===== config.mk =====
export PLATFORM = sky130hd
export DESIGN_NAME = cache_repl_unit
export DESIGN_NICKNAME = d
export VERILOG_FILES = /design/src/rtl/repl_pkg.sv /design/src/rtl/repl_lru_bank.sv /design/src/rtl/repl_fifo_bank.sv /design/src/rtl/repl_lfsr.sv /design/src/rtl/repl_access_counter.sv /design/src/rtl/cache_repl_unit.sv
export SDC_FILE = /design/constraint.sdc
export NUM_CORES = 1
export LEC_CHECK = 0
export ABC_AREA = 1
export BUFFER_PORTS_ARGS = -buffer_cell sky130_fd_sc_hd__buf_2
export CAP_MARGIN = 30
export CORE_UTILIZATION = 41
export CTS_CLUSTER_DIAMETER = 80
export DETAILED_ROUTE_END_ITERATION = 10
export GPL_ROUTABILITY_DRIVEN = 1
export RECOVER_POWER = 25
export SETUP_SLACK_MARGIN = 0.15
export SLEW_MARGIN = 20
export SYNTH_ARGS = -nofsm -noshare
export SYNTH_HDL_FRONTEND = slang
export SYNTH_HIERARCHICAL = 1
export SYNTH_SLANG_ARGS = --single-unit

===== constraint.sdc =====
create_clock -name clk -period 2.8 [get_ports clk]
set_input_delay 0.28 -clock clk [delete_from_list [all_inputs] [get_ports clk]]
set_output_delay 0.28 -clock clk [all_outputs]
set_load 0.005 [all_outputs]

===== src/rtl/repl_pkg.sv =====
package repl_pkg;
  typedef enum logic [1:0] {
    POL_LRU  = 2'b00,
    POL_FIFO = 2'b01,
    POL_RND  = 2'b10,
    POL_RND2 = 2'b11
  } policy_e;
endpackage


===== src/rtl/repl_lru_bank.sv =====
module repl_lru_bank #(
  parameter int WAYS = 4,
  parameter int SETS = 16,
  localparam int AW = $clog2(WAYS),
  localparam int SW = $clog2(SETS)
) (
  input  logic            clk,
  input  logic            rst_n,
  input  logic [SW-1:0]   rd_set,
  input  logic [WAYS-1:0] upd_en,
  input  logic            hit,
  input  logic [AW-1:0]   hit_way,
  output logic [AW-1:0]   victim
);
  logic [WAYS-1:0][AW-1:0] cur_age;
  logic [WAYS-1:0][AW-1:0] nxt_age;
  logic [AW-1:0] use_way;

  always_comb begin
    victim = '0;
    for (int w = 0; w < WAYS; w++)
      if (cur_age[w] == AW'(WAYS - 1)) victim = AW'(w);
  end

  assign use_way = hit ? hit_way : victim;

  always_comb begin
    for (int w = 0; w < WAYS; w++) begin
      if (AW'(w) == use_way)                nxt_age[w] = '0;
      else if (cur_age[w] < cur_age[use_way]) nxt_age[w] = cur_age[w] + 1'b1;
      else                                   nxt_age[w] = cur_age[w];
    end
  end

  // one storage slice per way, each with its own enable
  for (genvar w = 0; w < WAYS; w++) begin : g_way
    logic [AW-1:0] mem [SETS];
    always_ff @(posedge clk) begin
      if (!rst_n) begin
        for (int s = 0; s < SETS; s++) mem[s] <= AW'(w);
      end else if (upd_en[w]) begin
        mem[rd_set] <= nxt_age[w];
      end
    end
    assign cur_age[w] = mem[rd_set];
  end
endmodule


===== src/rtl/repl_fifo_bank.sv =====
module repl_fifo_bank #(
  parameter int WAYS = 4,
  parameter int SETS = 16,
  localparam int AW = $clog2(WAYS),
  localparam int SW = $clog2(SETS)
) (
  input  logic          clk,
  input  logic          rst_n,
  input  logic [SW-1:0] rd_set,
  input  logic          advance,
  output logic [AW-1:0] victim
);
  logic [AW-1:0] ptr_q [SETS];

  always_ff @(posedge clk) begin
    if (!rst_n) begin
      for (int s = 0; s < SETS; s++) ptr_q[s] <= '0;
    end else if (advance) begin
      ptr_q[rd_set] <= ptr_q[rd_set] + 1'b1;
    end
  end

  assign victim = ptr_q[rd_set];
endmodule


===== src/rtl/repl_lfsr.sv =====
module repl_lfsr #(
  parameter int          W    = 16,
  parameter logic [15:0] SEED = 16'hACE1
) (
  input  logic         clk,
  input  logic         rst_n,
  output logic [W-1:0] state
);
  logic fb;
  assign fb = state[15] ^ state[13] ^ state[12] ^ state[10];

  always_ff @(posedge clk) begin
    if (!rst_n) state <= W'(SEED);
    else        state <= {state[W-2:0], fb};
  end
endmodule


===== src/rtl/repl_access_counter.sv =====
module repl_access_counter #(
  parameter int IN_W  = 4,
  parameter int CNT_W = 32,
  localparam int PW = $clog2(IN_W + 1)
) (
  input  logic             clk,
  input  logic             rst_n,
  input  logic             valid,
  input  logic [IN_W-1:0]  en,
  output logic [CNT_W-1:0] count
);
  logic [PW-1:0]  ones;
  logic [CNT_W:0] sum;

  always_comb begin
    ones = '0;
    for (int i = 0; i < IN_W; i++) ones = ones + PW'(en[i]);
  end

  assign sum = {1'b0, count} + (CNT_W + 1)'(ones);

  always_ff @(posedge clk) begin
    if (!rst_n)       count <= '0;
    else if (valid)   count <= sum[CNT_W] ? '1 : sum[CNT_W-1:0];
  end
endmodule


===== src/rtl/cache_repl_unit.sv =====
module cache_repl_unit
  import repl_pkg::*;
#(
  parameter int WAYS  = 4,
  parameter int SETS  = 16,
  parameter int CNT_W = 32,
  localparam int AW = $clog2(WAYS),
  localparam int SET_W = $clog2(SETS)
) (
  input  logic             clk,
  input  logic             rst_n,
  input  logic [1:0]       policy_sel,
  input  logic             lkp_valid,
  input  logic [SET_W-1:0] lkp_set,
  input  logic             lkp_hit,
  input  logic [AW-1:0]    lkp_hit_way,
  output logic [AW-1:0]    victim_way,
  output logic [WAYS-1:0]  sub_en,
  output logic [CNT_W-1:0] access_count
);
  policy_e pol;
  logic [AW-1:0] lru_victim, fifo_victim;
  logic [15:0]   lfsr_q;
  logic [WAYS-1:0] lru_en;
  logic fifo_adv;

  assign pol = policy_e'(policy_sel);

  always_comb begin
    sub_en = '0;
    if (lkp_valid) begin
      unique case (pol)
        POL_LRU:  sub_en = '1;
        POL_FIFO: sub_en = lkp_hit ? '0 : '1;
        default:  sub_en = '0;
      endcase
    end
  end

  assign lru_en   = (pol == POL_LRU) ? sub_en : '0;
  assign fifo_adv = (pol == POL_FIFO) && (|sub_en);

  repl_lru_bank #(.WAYS(WAYS), .SETS(SETS)) i_lru (
    .clk(clk), .rst_n(rst_n), .rd_set(lkp_set), .upd_en(lru_en),
    .hit(lkp_hit), .hit_way(lkp_hit_way), .victim(lru_victim)
  );

  repl_fifo_bank #(.WAYS(WAYS), .SETS(SETS)) i_fifo (
    .clk(clk), .rst_n(rst_n), .rd_set(lkp_set), .advance(fifo_adv),
    .victim(fifo_victim)
  );

  repl_lfsr #(.W(16)) i_lfsr (.clk(clk), .rst_n(rst_n), .state(lfsr_q));

  repl_access_counter #(.IN_W(WAYS), .CNT_W(CNT_W)) i_cnt (
    .clk(clk), .rst_n(rst_n), .valid(lkp_valid), .en(sub_en),
    .count(access_count)
  );

  always_comb begin
    unique case (pol)
      POL_LRU:  victim_way = lru_victim;
      POL_FIFO: victim_way = fifo_victim;
      default:  victim_way = lfsr_q[AW-1:0];
    endcase
  end
endmodule


; Yosys cells after proc, flatten, opt, wreduce, memory -nomap -nowiden
; Memories as Yosys holds them, arrays and structs flattened.
; Index checks and enable logic that the tools add are counted.
[word_totals]
ff_bits = 48
input_bits = 12
output_inout_bits = 38
elab_cells = 91
ramBits = 160
mem_count = 5
[op_classes]
n_eq_ne = 7
bitwise_logic = 3
muxes = 51
n_lt_le_gt_ge = 5
n_addsub = 9
reduce_logical = 9
[mem_list]
columns = name, depth, word_bits, rd, rd_ports_with_merged_regs, wr, line_no
row1 = i_fifo.ptr_q, 16, 2, 1, 0, 16, repl_fifo_bank.sv:13  ; logic [AW-1:0] ptr_q [SETS];
row2 = i_lru.g_way[0].mem, 16, 2, 1, 0, 16, repl_lru_bank.sv:37  ; logic [AW-1:0] mem [SETS];
row3 = i_lru.g_way[1].mem, 16, 2, 1, 0, 16, repl_lru_bank.sv:37
row4 = i_lru.g_way[2].mem, 16, 2, 1, 0, 16, repl_lru_bank.sv:37
row5 = i_lru.g_way[3].mem, 16, 2, 1, 0, 16, repl_lru_bank.sv:37
[ops]
columns = operator, n
row1 = 2-to-1 mux 2 bit, 17
row2 = adder 32 x 3 -> 33 bit, 1
row3 = 2-to-1 mux 32 bit, 1
row4 = 2-to-1 mux 4 bit, 8
row5 = 2-to-1 mux 1 bit, 22
row6 = adder 2 x 1 -> 2 bit (second input constant), 5
row7 = OR reduction 2 bit, 5
row8 = < comparator 2 bit, 4
row9 = one-hot mux 4 bit (2 select lines), 1
row10 = adder 3 x 1 -> 3 bit, 2
row11 = == test 2 bit (second input constant), 3
row12 = binary-select mux 2 bit (select 2 bit), 1
row13 = == test 2 bit (first input constant), 2
row14 = logical NOT 2 bit, 2
row15 = one-hot mux 2 bit (2 select lines), 1
row16 = OR reduction 4 bit, 1
row17 = < comparator 2 x 3 -> 1 bit (second input constant), 1
row18 = bitwise XOR 1 bit, 3
row19 = adder 1 x 1 -> 2 bit, 1
row20 = == test 1 x 2 -> 1 bit (first input constant), 1
row21 = == test 2 x 1 -> 1 bit (second input constant), 1
row22 = logical AND 1 bit, 1

; Longest topological paths before layout
; Gate-level depths: netlist (run 1).
; An unclocked memory read counts as a cell.
[logic_depth]
depth_word = 12
depth_mapped = 28
mapped_depth_nobuf = 25

; Hierarchy
; The synthesis (run 1) kept the hierarchy.
[by_module_without_submodules]
columns = module, instances, area_per_inst_um2, cells_each, seq_area_each_um2
row1 = repl_lru_bank, 1, 7318.3, 964, 3843.7
row2 = repl_access_counter, 1, 2134.5, 305, 640.6
row3 = repl_fifo_bank, 1, 1745.4, 213, 960.9
row4 = repl_lfsr, 1, 536.8, 65, 320.3
row5 = cache_repl_unit, 1, 91.3, 20, 0.0

; Least setup slack after synthesis (run 1)
; No wires, ideal clock.
[synth_path]
path_kind = input port to flip-flop
start = input port lkp_hit
end = register i_cnt.count[23]
cell_stages = 18
setup_time_ns = 0.056
path_buffers = 1
arrival_time_ns = 3.051
required_ns = 2.744
slack_ns = -0.307
path_cell_list = nand2_1 -> nand2_1 -> nor2_1 -> ha_1 -> inv_1 -> fa_1 -> inv_1 -> ha_1 -> inv_1 -> fa_1 -> o21ai_4 -> nand3_4 -> nor2_8 -> nand3_4 -> buf_6 -> nand3_2 -> nand2_1 -> inv_1
[synth_via]
elab_chain_len = 8
[synth_lines]
columns = element, line_no
row1 = from (decl), cache_repl_unit.sv:15  ; input logic lkp_hit,
row2 = 2-to-1 mux 4 bit, cache_repl_unit.sv:34  ; POL_FIFO: sub_en = lkp_hit ? '0 : '1;
row3 = one-hot mux 4 bit (2 select lines), cache_repl_unit.sv:32  ; unique case (pol)
row4 = 2-to-1 mux 4 bit, cache_repl_unit.sv:31  ; if (lkp_valid) begin
row5 = named net sub_en[0], cache_repl_unit.sv:18  ; output logic [WAYS-1:0] sub_en,
row6 = adder 1 x 1 -> 2 bit, repl_access_counter.sv:17  ; for (int i = 0; i < IN_W; i++) ones = ones + PW'(en[i]);
row7 = adder 3 x 1 -> 3 bit (2 in series), repl_access_counter.sv:17
row8 = adder 32 x 3 -> 33 bit, repl_access_counter.sv:20  ; assign sum = {1'b0, count} + (CNT_W + 1)'(ones);
row9 = 2-to-1 mux 32 bit, repl_access_counter.sv:24  ; else if (valid) count <= sum[CNT_W] ? '1 : sum[CNT_W-1:0];
row10 = to (signal assigned), repl_access_counter.sv:24
row11 = to (decl), repl_access_counter.sv:10  ; output logic [CNT_W-1:0] count
; The timed path passes the listed nets, and every way through them passes these cells.
; A chain may end at the register's enable or synchronous reset.

==> results_dict.tcl, run 1 <==
set metrics [dict create \
    status "finished with violations" \
    violations "negative setup slack" \
    syn_inst 1567 \
    synth_edf_count 160 \
    final_common_cell "nand2_1" \
    post_synth_instance_area_um2 11800 \
    fin_crit_sh_pct 103 \
    cts_buffers 24 \
    synth_nets 1589 \
    overflow 0 \
    synth_ff_type "edfxtp_1" \
    drive_above_1_share_pct 25.7 \
    die_w_um 172 \
    endpoint_kind "flip-flop" \
    maxCapViolCount 0 \
    yosys_warnings 6 \
    critPathKind "flip-flop to flip-flop" \
    synthArstFlopShare_pct 0 \
    synthTopCellsByArea "edfxtp_1 41%, nand2_1 22%, dfxtp_1 8.1%, nor2_1 6.6%, inv_1 4.8%" \
    tightest_slew_ns 1.31 \
    yosysTopAreaCell "edfxtp_1" \
    slew-limit-headroom_pct 12.5 \
    core-area_um2 28100 \
    arrival_ns 3.15 \
    drtIter0Drc 766 \
    root_buffer "clkbuf_16" \
    ios 50 \
    gp_congestion 0.874 \
    pwr-share-seq_pct 41.7 \
    instances_no_fill 2085 \
    synth_area_per_cell_um2 7.55 \
    grt_pass1_vias 9476 \
    drc 0 \
    layout.nets 1714 \
    syn2layout_area_growth_pct 24.9 \
    clkLatencyLatePin_ns 0.52 \
    n_antenna_cell 0 \
    cts_tree "yes" \
    path_clk_slew_ns 0.06 \
    antenna_found_initial 0 \
    clock-sinks 208 \
    combPwrFrac_pct 21.2 \
    p_per_area_nw_per_um2 557 \
    cpMaxStageDelayCell "edfxtp_1" \
    crit_fanout 8 \
    max_clock_freq_ghz 0.347 \
    drt_wl_total_um 31500 \
    swShare_pct 28.6 \
    finClkSkew_ns 0.0112 \
    worst_setup_path_start_kind "flip-flop" \
    drt-pass1-iter-count 7 \
    pwr-share-clk_pct 37.1 \
    slew_viol_final 0 \
    worstHoldPathType "primary input to flip-flop" \
    fp.dieH_um 172 \
    std_cell_rows 61 \
    ant_nets 0 \
    ys_types 41 \
    die-area_um2 29500 \
    ys_ff_latch 208 \
    port-buffer-count 49 \
    n_fill_cell 2706 \
    yosysSeqAreaShare_pct 48.8 \
    crit_required_ns 3.07 \
    vdd_ir_drop_max_v 0.000426 \
    htreeDepth 1 \
    crit_chain "nand2_1 > nand2_1 > nand2_1 > nand3_2 > nand2_1 > nand2_2 > nor2_4 > inv_2 > ha_4 > inv_4 > nand3_4 > o21ai_4 > buf_12 > nor2_4 > buf_6 > nand2_2 > nand2_2 > nor2_4 > nand2_2 > nand2_2 > nand3b_1 > nand2_4 > clkbuf_16 > nand2_1" \
    detail_route.wl_per_cell_um 15.1 \
    fin_crit_ns 2.88 \
    grt_max_degree 60 \
    rsz0062_at_grt "true" \
    vias 10100 \
    clockBufferDepth 3 \
    via_per_inst 4.86 \
    place_inst 2012 \
    p_int_uw 5870 \
    initial_core_util_pct 42.1 \
    total_power_uw 8220 \
    place_ws_ns -0.486 \
    mostFrequentLayoutCells "640 x nand2_1, 165 x nor2_1, 160 x edfxtp_1, 137 x inv_1, 84 x nand2_2" \
    finalSetupViolCount 64 \
    place_hpwl_um 21500 \
    synth_top_area_share_pct 40.6 \
    hold_violations 0 \
    grt_pass1_wl_um 48100 \
    p_sw_uw 2360 \
    grt_util_all_layers_pct 20.9 \
    setup_slack_ns -0.0846 \
    p_leak_uw 0.00627 \
    critPathMaxStageDelay_ns 0.37 \
]
[timing repair]
item,in CTS,in global routing
buffers inserted,5,19
pin swaps,14,47
resized for setup,42,140
cloned,2,6
setup endpoints to repair,122,160
hold buffers,0,0
[kinds of logic (layout without fill, tap and decap cells)]
logic type                 after synthesis  count (layout)  synth area share (%)
and+or+nand+nor                       1054            1057                  37.3
buffers and inverters                  224             361                  8.64
DFF                                    208             208                  48.8
AOI/OAI and AO/OA                       56              56                  3.04
xor gates and xnor gates                15              15                  1.11
adders and majority gates               10              10                  1.18
[per-stage QoR]
stage | setup TNS, ns | hold slack, ns | utilization [%] | area, µm²
global placement | -50.98 | 0.385 | 46.3 | 13000
detailed placement | -56.57 | 0.389 | 46.3 | 13000
global route | -24.77 | 0.208 | 52.6 | 14800
finish | -3.41 | 0.206 | 52.6 | 14800
CTS | 0 | 0.195 | 49.8 | 14000
floorplan | -0.223 | 0.380 | - | 12000
[final timing paths]
| check | slack, ns | start | end | cells past startpoint |
|---|---|---|---|---|
| setup / recovery | -0.08 | i_lru/g_way[2].mem[8][1]$_SDFFCE_PN1P_ | i_lru/g_way[2].mem[0][1]$_SDFFCE_PN1P_ | 24 |
| hold reg to reg | 0.40 | i_lfsr/state[5]$_SDFF_PN1_ | i_lfsr/state[6]$_SDFF_PN1_ | 2 |
| hold / removal | 0.21 | rst_n | i_cnt/count[22]$_SDFFE_PN0P_ | 3 |
| setup reg to reg | -0.08 | i_lru/g_way[2].mem[8][1]$_SDFFCE_PN1P_ | i_lru/g_way[2].mem[0][1]$_SDFFCE_PN1P_ | 24 |
[sequential cells by signal, indices dropped and copies added, names as in the netlist]
signal,cells
i_cnt/count,32
i_fifo/ptr_q,32
i_lru/g_way.mem,128
i_lfsr/state,16
[power by group through the flow]
stage / clock [µW] / combinational, µW / sequential (µW)
global placement: 0 / 1240 / 3490
floorplan: 0 / 854 / 3480
global route: 3250 / 1870 / 3440
detailed placement: 0 / 1260 / 3490
CTS: 3120 / 1390 / 3430
finish: 3050 / 1740 / 3430
[synthesized netlist by cell type (8+ instances only)]
master / count
nand2_1: 695
nor2_1: 207
edfxtp_1: 160
inv_1: 152
dfxtp_1: 48
nand2_2: 45
nand3_1: 32
nor2_2: 27
o21ai_0: 25
clkbuf_1: 18
a21oi_2: 15
buf_2: 13
nand4_1: 13
buf_4: 12
buf_6: 12
ha_1: 8
inv_2: 8
xor2_1: 8
[area by class of cell]
| class | count | area (µm²) | area share, % |
|---|---|---|---|
| multi-input cells | 1138 | 5780 | 39.1 |
| well taps | 378 | 473 | 3.20 |
| clock inverters | 13 | 113 | 0.763 |
| clock buffers | 28 | 647 | 4.38 |
| inverters | 164 | 636 | 4.30 |
| repair buffers | 156 | 1360 | 9.18 |
| flip-flops and latches | 208 | 5770 | 39.0 |
[critical path: cells and delay by family (launching register included)]
| family | cells | cell delay [ns] |
|---|---|---|
| simple gates | 17 | 1.43 |
| buf+inv | 5 | 0.56 |
| flops | 1 | 0.37 |
| fa+ha+maj | 1 | 0.16 |
| compound gates | 1 | 0.10 |
[routing by layer]
| layer | routed length [µm] | up-vias | track usage [%] |
|---|---|---|---|
| li1 | - | 5106 | - |
| met1 | 14400 | 4755 | 28.0 |
| met2 | 15100 | 235 | 35.5 |
| met3 | 1570 | 30 | 2.95 |
| met4 | 450 | 0 | 4.77 |
| met5 | 0 | - | 0 |
(Power assumes the default switching activity.)
==> inputs of run 2 (changes only) <==
- SYNTH_HIERARCHICAL: 1 -> default
==> results_dict.tcl, run 2 <==
set metrics [dict create \
    synthArstFlopShare_pct 0 \
    vdd_ir_drop_max_v 0.000423 \
    synth_edf_count 160 \
    final_common_cell "nand2_1" \
    mostFrequentLayoutCells "403 x nand2_1, 160 x edfxtp_1, 105 x nor2_1, 96 x buf_4, 65 x inv_1" \
    htreeDepth 1 \
    max_clock_freq_ghz 0.342 \
    drc 0 \
    final_area_um2 12900 \
    clockBufferDepth 3 \
    cts-hold-fix-buffers 0 \
    p_leak_uw 0.00522 \
    antenna_found_initial 0 \
    die-area_um2 25800 \
    fp.dieH_um 161 \
    ys_types 42 \
    slew_viol_final 0 \
    violations "negative setup slack" \
    drtIter0Drc 476 \
    synth_area_per_cell_um2 8.71 \
    syn2layout_area_growth_pct 24.8 \
    clock-sinks 207 \
    place_ws_ns -0.598 \
    worst_setup_path_start_kind "flip-flop" \
    initial_core_util_pct 42.2 \
    fin_crit_sh_pct 104 \
    yosysTopAreaCell "edfxtp_1" \
    grt_max_degree 30 \
    port-buffer-count 49 \
    die_w_um 161 \
    p_per_area_nw_per_um2 633 \
    vias 8354 \
    place_hpwl_um 18000 \
    drt-pass1-iter-count 5 \
    ant_nets 0 \
    critPathTopFamily "simple AND/OR/NAND/NOR gates" \
    crit_fanout 8 \
    cts_tree "yes" \
    overflow 0 \
    critical_path_buf_inv_count 5 \
    grt_pass1_vias 8161 \
    fin_crit_ns 2.92 \
    path_clk_slew_ns 0.06 \
    detail_route.wl_per_cell_um 16.3 \
    slew-limit-headroom_pct 29.9 \
    routed.top_layer "met4" \
    met3WireLength_um 1340 \
    crit_chain "nand2_1 > nand2_1 > nand2_1 > nand3_1 > nand2_1 > nand2_2 > nor2_4 > inv_2 > ha_4 > a21oi_4 > nand2_2 > o21ai_4 > inv_2 > nor2_4 > inv_2 > nor2_4 > nor2_4 > nand2_4 > inv_4 > nand2_4 > nand2_4 > o21ai_4 > clkbuf_16 > nand2_1" \
    ios 50 \
    met2_length_um 13000 \
    critPathMaxStageDelay_ns 0.37 \
    cts_buffers 23 \
    status "finished with violations" \
    synthTopCellsByArea "edfxtp_1 47%, nand2_1 17%, dfxtp_1 9.1%, nor2_1 4.1%, inv_1 2.8%" \
    via_per_inst 5.03 \
    finClkSkew_ns 0.0129 \
    drive_above_1_share_pct 26.0 \
    maxCapViolCount 0 \
    endpoint_kind "flip-flop" \
    critPathKind "flip-flop to flip-flop" \
    synth_common_cells "464 x nand2_1, 160 x edfxtp_1, 114 x nor2_1" \
    yosys_warnings 0 \
    std_cell_rows 57 \
    core-area_um2 24500 \
    crit_top_cell "nand2_1" \
    top_regs "i_lru.g_way.mem: 128 flops, i_fifo.ptr_q: 32 flops, i_cnt.count: 31 flops" \
    cpMaxStageDelayCell "edfxtp_1" \
    hold_violations 0 \
    grt_util_all_layers_pct 20.9 \
    n_antenna_cell 0 \
    largest_register "i_lru.g_way.mem" \
    grt_pass1_wl_um 42700 \
    synth_nets 1201 \
    root_buffer "clkbuf_16" \
    drt_wl_total_um 27000 \
    yosysSeqAreaShare_pct 55.7 \
    largest_reg_flops 128 \
    clkLatencyLatePin_ns 0.52 \
    wl_met1_um 11800 \
    setup_slack_ns -0.125 \
    layout.nets 1338 \
    yosys.cell_count.top_type "nand2_1" \
    tightest_slew_ns 1.05 \
    worstHoldPathType "primary input to flip-flop" \
    syn_inst 1184 \
    synth_top_area_share_pct 46.6 \
    arrival_ns 3.19 \
    ys_ff_latch 207 \
    gp_congestion 0.821 \
    finalSetupViolCount 106 \
    synth_ff_type "edfxtp_1" \
    post_synth_instance_area_um2 10300 \
    crit_required_ns 3.07 \
    rsz0062_at_grt "true" \
    placed_cell_area_um2 11600 \
]
## run 2: cell types whose count changed in the layout (fill, tap and decap cells not counted), sizes merged, moves of 4 or more
| cell | previous run | this run |
|---|---|---|
| nand2 | 745 | 474 |
| nor2 | 242 | 149 |
| inv | 162 | 88 |
| nor3 | 6 | 29 |
| a22oi | 0 | 16 |
| nand3 | 39 | 54 |
| xor2 | 8 | 18 |
| a21oi | 21 | 29 |
| nand3b | 7 | 1 |
| or2 | 3 | 9 |
| buf | 137 | 142 |
| nor4 | 0 | 4 |
## run 2: through the flow
stage	power (µW)	instances	hold slack, ns	utilization, %	setup TNS (ns)
after floorplan	4200	1184	0.390	-	-4.73
after global placement	4680	1599	0.395	47.2	-51.33
after detailed placement	4690	1599	0.398	47.2	-57.10
after CTS	7950	1652	0.193	51.2	-2.69
after global routing	8440	1661	0.223	52.6	-27.73
final	8150	1661	0.206	52.6	-7.08
## run 2: report_power, final
group / internal, µW / switching (µW)
sequential: 3370 / 24.3
clock: 1900 / 1270
combinational: 614 / 967
## run 2: worst register-to-register path: cells and delay by family (launching register included)
kind	cells	cell delay, ns
buf+inv	5	0.49
flops	1	0.37
compound gates	3	0.45
fa+ha+maj	1	0.16
simple gates	15	1.24
## run 2: layout make-up
class	instances	area [µm²]
inverters	87	339
well taps	324	405
fillers	2257	11600
multi-input cells	838	4290
clock inverters	13	151
clock buffers	28	637
repair buffers	164	1300
flip-flops and latches	207	5750
## run 2: final timing paths
check                                               start                                     end  slack [ns]  cells after the start
hold / removal                                  lkp_valid            i_cnt.count[21]$_SDFFE_PN0P_        0.21                      4
setup / recovery  i_lru.g_way[1].mem[12][1]$_SDFFCE_PN0P_  i_lru.g_way[2].mem[3][1]$_SDFFCE_PN1P_       -0.12                     24
hold reg to reg                i_lfsr.state[9]$_SDFF_PN0_             i_lfsr.state[10]$_SDFF_PN1_        0.41                      1
setup reg to reg  i_lru.g_way[1].mem[12][1]$_SDFFCE_PN0P_  i_lru.g_way[2].mem[3][1]$_SDFFCE_PN1P_       -0.12                     24
## run 2: logic make-up after synthesis
| family | synth area share, % |
|---|---|
| AND/OR/NAND/NOR | 30.2 |
| flip-flops | 55.7 |
| buffers and inverters | 6.78 |
| AO/OA/AOI/OAI | 4.54 |
| XOR/XNOR | 2.11 |
| adder cells (fa/ha/maj) | 0.607 |
## run 2: what timing repair did
item                       CTS  global route
cloned                       1             3
gates resized for setup     21            84
pin swaps                    4            36
setup buffers               11             6
setup endpoints to repair  129           129
## run 2: routing by layer
layer | global-route usage, % | up-vias
met3 | 2.79 | 64
met1 | 27.8 | 3973
met5 | 0 | -
li1 | - | 4120
met2 | 35.3 | 197
met4 | 6.62 | 0
